### src/rtl/lock_pkg.sv
package lock_pkg;
  localparam int STATE_W  = 3;
  localparam int CODE_LEN = 3;

  typedef enum logic [STATE_W-1:0] {
    ST_IDLE  = 3'b000,
    ST_HIT1  = 3'b001,
    ST_HIT2  = 3'b010,
    ST_HIT3  = 3'b011,
    ST_OPEN  = 3'b100,
    ST_ALARM = 3'b101
  } lock_state_e;
endpackage

### src/rtl/lock_digit_match.sv
module lock_digit_match #(
  parameter int DIGIT_W  = 4,
  parameter int CODE_LEN = 3,
  parameter logic [CODE_LEN*DIGIT_W-1:0] CODE = '0
) (
  input  logic [DIGIT_W-1:0]  key_i,
  output logic [CODE_LEN-1:0] hit_o
);
  for (genvar i = 0; i < CODE_LEN; i++) begin : g_cmp
    assign hit_o[i] = (key_i == CODE[i*DIGIT_W +: DIGIT_W]);
  end
endmodule

### src/rtl/lock_next_state.sv
module lock_next_state
  import lock_pkg::*;
#(
  parameter int CODE_LEN = 3
) (
  input  lock_state_e         state_i,
  input  logic                key_valid_i,
  input  logic                clear_i,
  input  logic [CODE_LEN-1:0] hit_i,
  output lock_state_e         next_o
);
  always_comb begin
    next_o = state_i;
    unique case (state_i)
      ST_IDLE:  if (key_valid_i) next_o = hit_i[0] ? ST_HIT1 : ST_ALARM;
      ST_HIT1:  if (key_valid_i) next_o = hit_i[1] ? ST_HIT2 : ST_ALARM;
      ST_HIT2:  if (key_valid_i) next_o = hit_i[2] ? ST_HIT3 : ST_ALARM;
      ST_HIT3:  next_o = ST_OPEN;
      ST_OPEN:  if (key_valid_i) next_o = ST_IDLE;
      ST_ALARM: if (clear_i)     next_o = ST_IDLE;
      default:  next_o = ST_IDLE;
    endcase
  end
endmodule

### src/rtl/lock_out_decode.sv
module lock_out_decode
  import lock_pkg::*;
(
  input  lock_state_e        state_i,
  output logic               unlock_o,
  output logic               alarm_o,
  output logic [STATE_W-1:0] state_o
);
  assign unlock_o = (state_i == ST_OPEN);
  assign alarm_o  = (state_i == ST_ALARM);
  assign state_o  = state_i;
endmodule

### src/rtl/keypad_lock.sv
module keypad_lock
  import lock_pkg::*;
#(
  parameter int DIGIT_W = 4,
  parameter logic [CODE_LEN*DIGIT_W-1:0] CODE = {4'd2, 4'd4, 4'd1}
) (
  input  logic               clk_i,
  input  logic               rst_ni,
  input  logic [DIGIT_W-1:0] key_i,
  input  logic               key_valid_i,
  input  logic               clear_i,
  output logic               unlock_o,
  output logic               alarm_o,
  output logic [STATE_W-1:0] state_o
);
  logic [CODE_LEN-1:0] hit;
  lock_state_e state_q, state_d;

  lock_digit_match #(.DIGIT_W(DIGIT_W), .CODE_LEN(CODE_LEN), .CODE(CODE)) u_match (
    .key_i (key_i),
    .hit_o (hit)
  );

  lock_next_state #(.CODE_LEN(CODE_LEN)) u_next (
    .state_i     (state_q),
    .key_valid_i (key_valid_i),
    .clear_i     (clear_i),
    .hit_i       (hit),
    .next_o      (state_d)
  );

  // async reset for power-up only; all other changes are synchronous
  always_ff @(posedge clk_i or negedge rst_ni) begin
    if (!rst_ni) state_q <= ST_IDLE;
    else         state_q <= state_d;
  end

  lock_out_decode u_dec (
    .state_i  (state_q),
    .unlock_o (unlock_o),
    .alarm_o  (alarm_o),
    .state_o  (state_o)
  );

  assert_legal_code_R2: assert property (@(posedge clk_i) disable iff (!rst_ni)
    state_o <= 3'b101);
  assert_outputs_excl_R2: assert property (@(posedge clk_i) disable iff (!rst_ni)
    !(unlock_o && alarm_o));
  assert_hold_idle_R4: assert property (@(posedge clk_i) disable iff (!rst_ni)
    (state_o != 3'b011 && !key_valid_i && !(state_o == 3'b101 && clear_i))
    |=> $stable(state_o));
  assert_hit3_to_open_R5: assert property (@(posedge clk_i) disable iff (!rst_ni)
    (state_o == 3'b011) |=> unlock_o);
  assert_open_exit_R6: assert property (@(posedge clk_i) disable iff (!rst_ni)
    (unlock_o && key_valid_i) |=> (state_o == 3'b000));
  assert_wrong_first_R7: assert property (@(posedge clk_i) disable iff (!rst_ni)
    (state_o == 3'b000 && key_valid_i && key_i != CODE[DIGIT_W-1:0]) |=> alarm_o);
  assert_alarm_sticky_R8: assert property (@(posedge clk_i) disable iff (!rst_ni)
    (alarm_o && !clear_i) |=> alarm_o);
  assert_alarm_clear_R8: assert property (@(posedge clk_i) disable iff (!rst_ni)
    (alarm_o && clear_i) |=> (state_o == 3'b000));
endmodule

### config.mk
export PLATFORM = sky130hd
export DESIGN_NAME = keypad_lock
export DESIGN_NICKNAME = d
export VERILOG_FILES = /design/src/rtl/lock_pkg.sv /design/src/rtl/lock_digit_match.sv /design/src/rtl/lock_next_state.sv /design/src/rtl/lock_out_decode.sv /design/src/rtl/keypad_lock.sv
export SDC_FILE = /design/constraint.sdc
export NUM_CORES = 1
export LEC_CHECK = 0
export BUFFER_PORTS_ARGS = -buffer_cell sky130_fd_sc_hd__buf_2
export CAP_MARGIN = 20
export CORE_AREA = 4 4 41 43
export DETAILED_ROUTE_END_ITERATION = 7
export DIE_AREA = 0 0 45 47
export PLACE_DENSITY = 0.43
export SYNTH_ARGS = -nofsm -noshare
export SYNTH_HDL_FRONTEND = slang
export SYNTH_SLANG_ARGS = --single-unit
### constraint.sdc
create_clock -name clk_i -period 3 [get_ports clk_i]
set_input_delay 0 -clock clk_i [delete_from_list [all_inputs] [get_ports clk_i]]
set_output_delay 0 -clock clk_i [all_outputs]
set_load 0.05 [all_outputs]
==> summary.md <==
| Metric | Value |
|---|---|
| Status | completed |
| Peak Freq | 0.802 GHz |
| Fin crit share | 0.415 |
| Global route overflow | 0 |
| Compound-Gate Fraction of Synth Area | 0.280 |
| Ys flop type | dfrtp_1 |
| Die Span X | 45 µm |
| CTS H-tree depth | 1 |
| Max FFs per register | 3 |
| CP cell instances | inv_1, and3_1, buf_2 |
| Critical path type | reg -> out |
| Max-slew headroom | 0.577 |
| Reg2reg end | state_q[2]$_DFFE_PN0P_ |
| Post-synthesis cell area | around 230 µm² |
| Final max-slew violation count | 0 |
| Diodes inserted | 0 |
| R2R depth | 3 |
| Fin nets | 50 |
| Gr busiest metal | met2 |
| RR Startpoint | state_q[0]$_DFFE_PN0P_ |
| Die footprint | 0.00212 mm² |
| CP Max Fanout | 7 |
| Clock transition at path regs | 40 ps |
| DR pass1 iterations | 3 |
| Worst setup SP type | register |
| Syn avg cell area | 9.11 µm² |
| FP Rows | 13 |
| CP max stage cell | dfrtp_1 |
| Syn_nets | 33 |
| Number of global-route vias before repair | 278 |
| Die Ht | roughly 47 µm |
| First-pass GRT wire length | 1070 µm |
| CP required | ~3000 ps |
| Reg-to-reg slack, setup | 1790 ps |
| Met1 Track Usage GR | 0.0892 |
| Largest net degree at the start of global routing | 12 |
| Detail Route Antenna Nets | 0 |
| Drt first-iter violations | 12 |
| Largest area contributor in the netlist | dfrtp_1 |
| Met3 Use GR | 0.0268 |
| Worst Path Arrival | between 1000 and 1500 ps |
| Top post-synthesis cells by area | dfrtp_1 33%, a311oi_1 7.7%, a32o_1 4.4%, mux2i_1 4.4%, nor3_1 4.4% |
| Power Total | 0.346 mW |
| Peak supply drop | 0.366 mV |
| I/O Buffers | 12 |
| Sequential share of power | 0.267 |
| Via/cell ratio | 4.89 |
| Final TNS setup | 0 ps |
| Total CTS buffers | 3 |
| Switching share of total power | 0.546 |
| DRC | 0 |
| Number of flops mapped to enable cells by yosys | 0 |
| Yosys warns | 0 |
| Longest Clk Path Bufs | 2 |
| Sequential area share after synthesis | 0.330 |
| Internal | 0.157 mW |
| Initial antenna violation count | 0 |
| Pwr per Cell Area | around 1000 mW/mm² |
| Core area | 0.00130 mm² |
| CTS Root Cell | clkbuf_4 |
| Share of the synthesized area in the top cell type | 0.330 |
| Largest stage delay, worst path | 430 ps |
| Async SR Flop Fraction | 1.00 |
| Static leakage | 0.157 nW |
| WHS Endpoint | state_q[0]$_DFFE_PN0P_ |
| Detailed Route WL | 692 µm |
| Worst hold slack | 89.7 ps |
| All-Layer GR Usage | 0.0728 |
| Xor and xnor area share after synthesis | 0 |
| Worst-Skew Late Latency | 230 ps |
| Post-CTS Setup Inserts | 0 |
| Hold Startpoint | key_valid_i |
| Worst hold-check path type | in -> reg |
| GPL Wtd Cong | around 0.80 |
| Post-DP HPWL | 514 µm |
| Area Growth Syn to Fin | 48.9% |
| Post-Synth Adder-Cell Area | 0 |
| Worst-Margin Slew | 626 ps |
| Clk pwr share | 0.201 |
| Crit-path leading delay family | flip-flops |
| RSZ-0062 raised after global routing | false |
| # setup viols final | 0 |
| Min cycle time layout | around 1200 ps |
| Total clock sinks | 3 |
| GRT met2 Usage | 0.105 |
| Main combinational cell family by area after synthesis | simple AND/OR/NAND/NOR gates |
| Hold-fix buffers at CTS | 1 |
| Via count | 274 |
| Synth cell types | 20 |
| Share of layout cells above drive strength 1 | 0.390 |
| Hold Vio Cnt, Final | 0 |
| # IOs | 13 |
| Post-synthesis cell count | 25 |
| CTS tree | built |
| Mux contribution to synthesized area | 0.0440 |
| Hold path depth | 2 |
| Number of synthesized register bits | 3 |
| Initial Utilization | 0.175 |
| WP buf/inv | 2 |
| Worst Setup End Kind | primary output |
| Biggest registers after layout | state_q: 3 flops |
| Synth Area in Simple Gates | 0.297 |
| Logic pwr share | 0.532 |
| Max capacitance violation total | 0 |
| Biggest register | state_q |
| CP Depth | 3 |
| Switching pwr | 0.189 mW |
| PostCTS Resize Cnt | 0 |
| Skew final | 0.898 ps |
| Wirelength per Cell | around 12 µm |
area by class of cell:
cell class                 instances  area (µm²)
clock buffer                       4        26.3
fill                             156         962
inverter                           2        7.51
multi-input combinational         19         141
sequential                         3        75.1
tap                               15        18.8
timing repair buffer              13        70.1
how the worst max path moves through the flow:
stage / startpoint / to / slack (ps)
final: state_q[1]$_DFFE_PN0P_ / alarm_o / 1750
after global routing: state_q[2]$_DFFE_PN0P_ / unlock_o / 1670
after CTS: state_q[1]$_DFFE_PN0P_ / alarm_o / 1740
after detailed placement: key_i[3] / state_q[2]$_DFFE_PN0P_ / 1750
after global placement: key_i[3] / state_q[2]$_DFFE_PN0P_ / 1840
after floorplan: state_q[0]$_DFFE_PN0P_ / unlock_o / 1070
per-layer routing:
layer | wire length [µm] | part of all wire
met5 | 0 | 0
met3 | 70 | 0.10
met2 | 304 | 0.44
met1 | 317 | 0.46
met4 | 0 | 0
Yosys cell counts (2+ instances only):
master / number
a311oi_1: 2
inv_1: 2
dfrtp_1: 3
nor3_1: 2
cell families after synthesis:
kind of cell	count (synthesis)
compound gates	8
buf+inv	3
flops	3
mux	1
simple gates	10
worst reg2reg max path, cell delays in order (launching register included):
cell	delay [ps]
dfrtp_1	540
a21oi_1	130
a311oi_1	290
a32o_1	180
power by group through the flow:
stage | Clock (mW) | Combinational, mW | Sequential [mW]
floorplan | 0 | 0.109 | 0.120
global placement | 0 | 0.182 | 0.0906
detailed placement | 0 | 0.183 | 0.0923
CTS | 0.0729 | 0.185 | 0.0922
global route | 0.0732 | 0.195 | 0.0970
finish | 0.0696 | 0.184 | 0.0924
metrics by stage:
stage | worst slack [ps] | cell area, µm² | instances | util
2_1_floorplan | 1070 | 228 | 25 | -
3_3_place_gp | 1840 | 303 | 51 | 0.233
3_5_place_dp | 1750 | 303 | 51 | 0.233
4_1_cts | 1740 | 339 | 56 | 0.261
5_1_grt | 1670 | 339 | 56 | 0.261
6_report | 1750 | 339 | 56 | 0.261
cells in the final DEF (no fill, tap or decap):
cell type | Yosys | layout
dlygate4sd3_1 | 0 | 1
a311oi_1 | 2 | 2
a21oi_2 | 1 | 1
and3_1 | 1 | 1
inv_1 | 2 | 2
a32o_1 | 1 | 1
a22o_1 | 1 | 1
and3b_1 | 1 | 1
buf_2 | 0 | 12
nor4b_1 | 1 | 1
nand4_1 | 1 | 1
and2_1 | 1 | 1
nor3_1 | 2 | 2
o21ai_0 | 1 | 1
a211o_1 | 1 | 1
dfrtp_1 | 3 | 3
or4b_1 | 1 | 1
a21oi_1 | 1 | 1
nor3b_1 | 1 | 1
nor2_1 | 1 | 1
clkbuf_1 | 1 | 1
clkbuf_4 | 0 | 3
mux2i_1 | 1 | 1
Note: power is estimated with default switching activity, not from simulation.
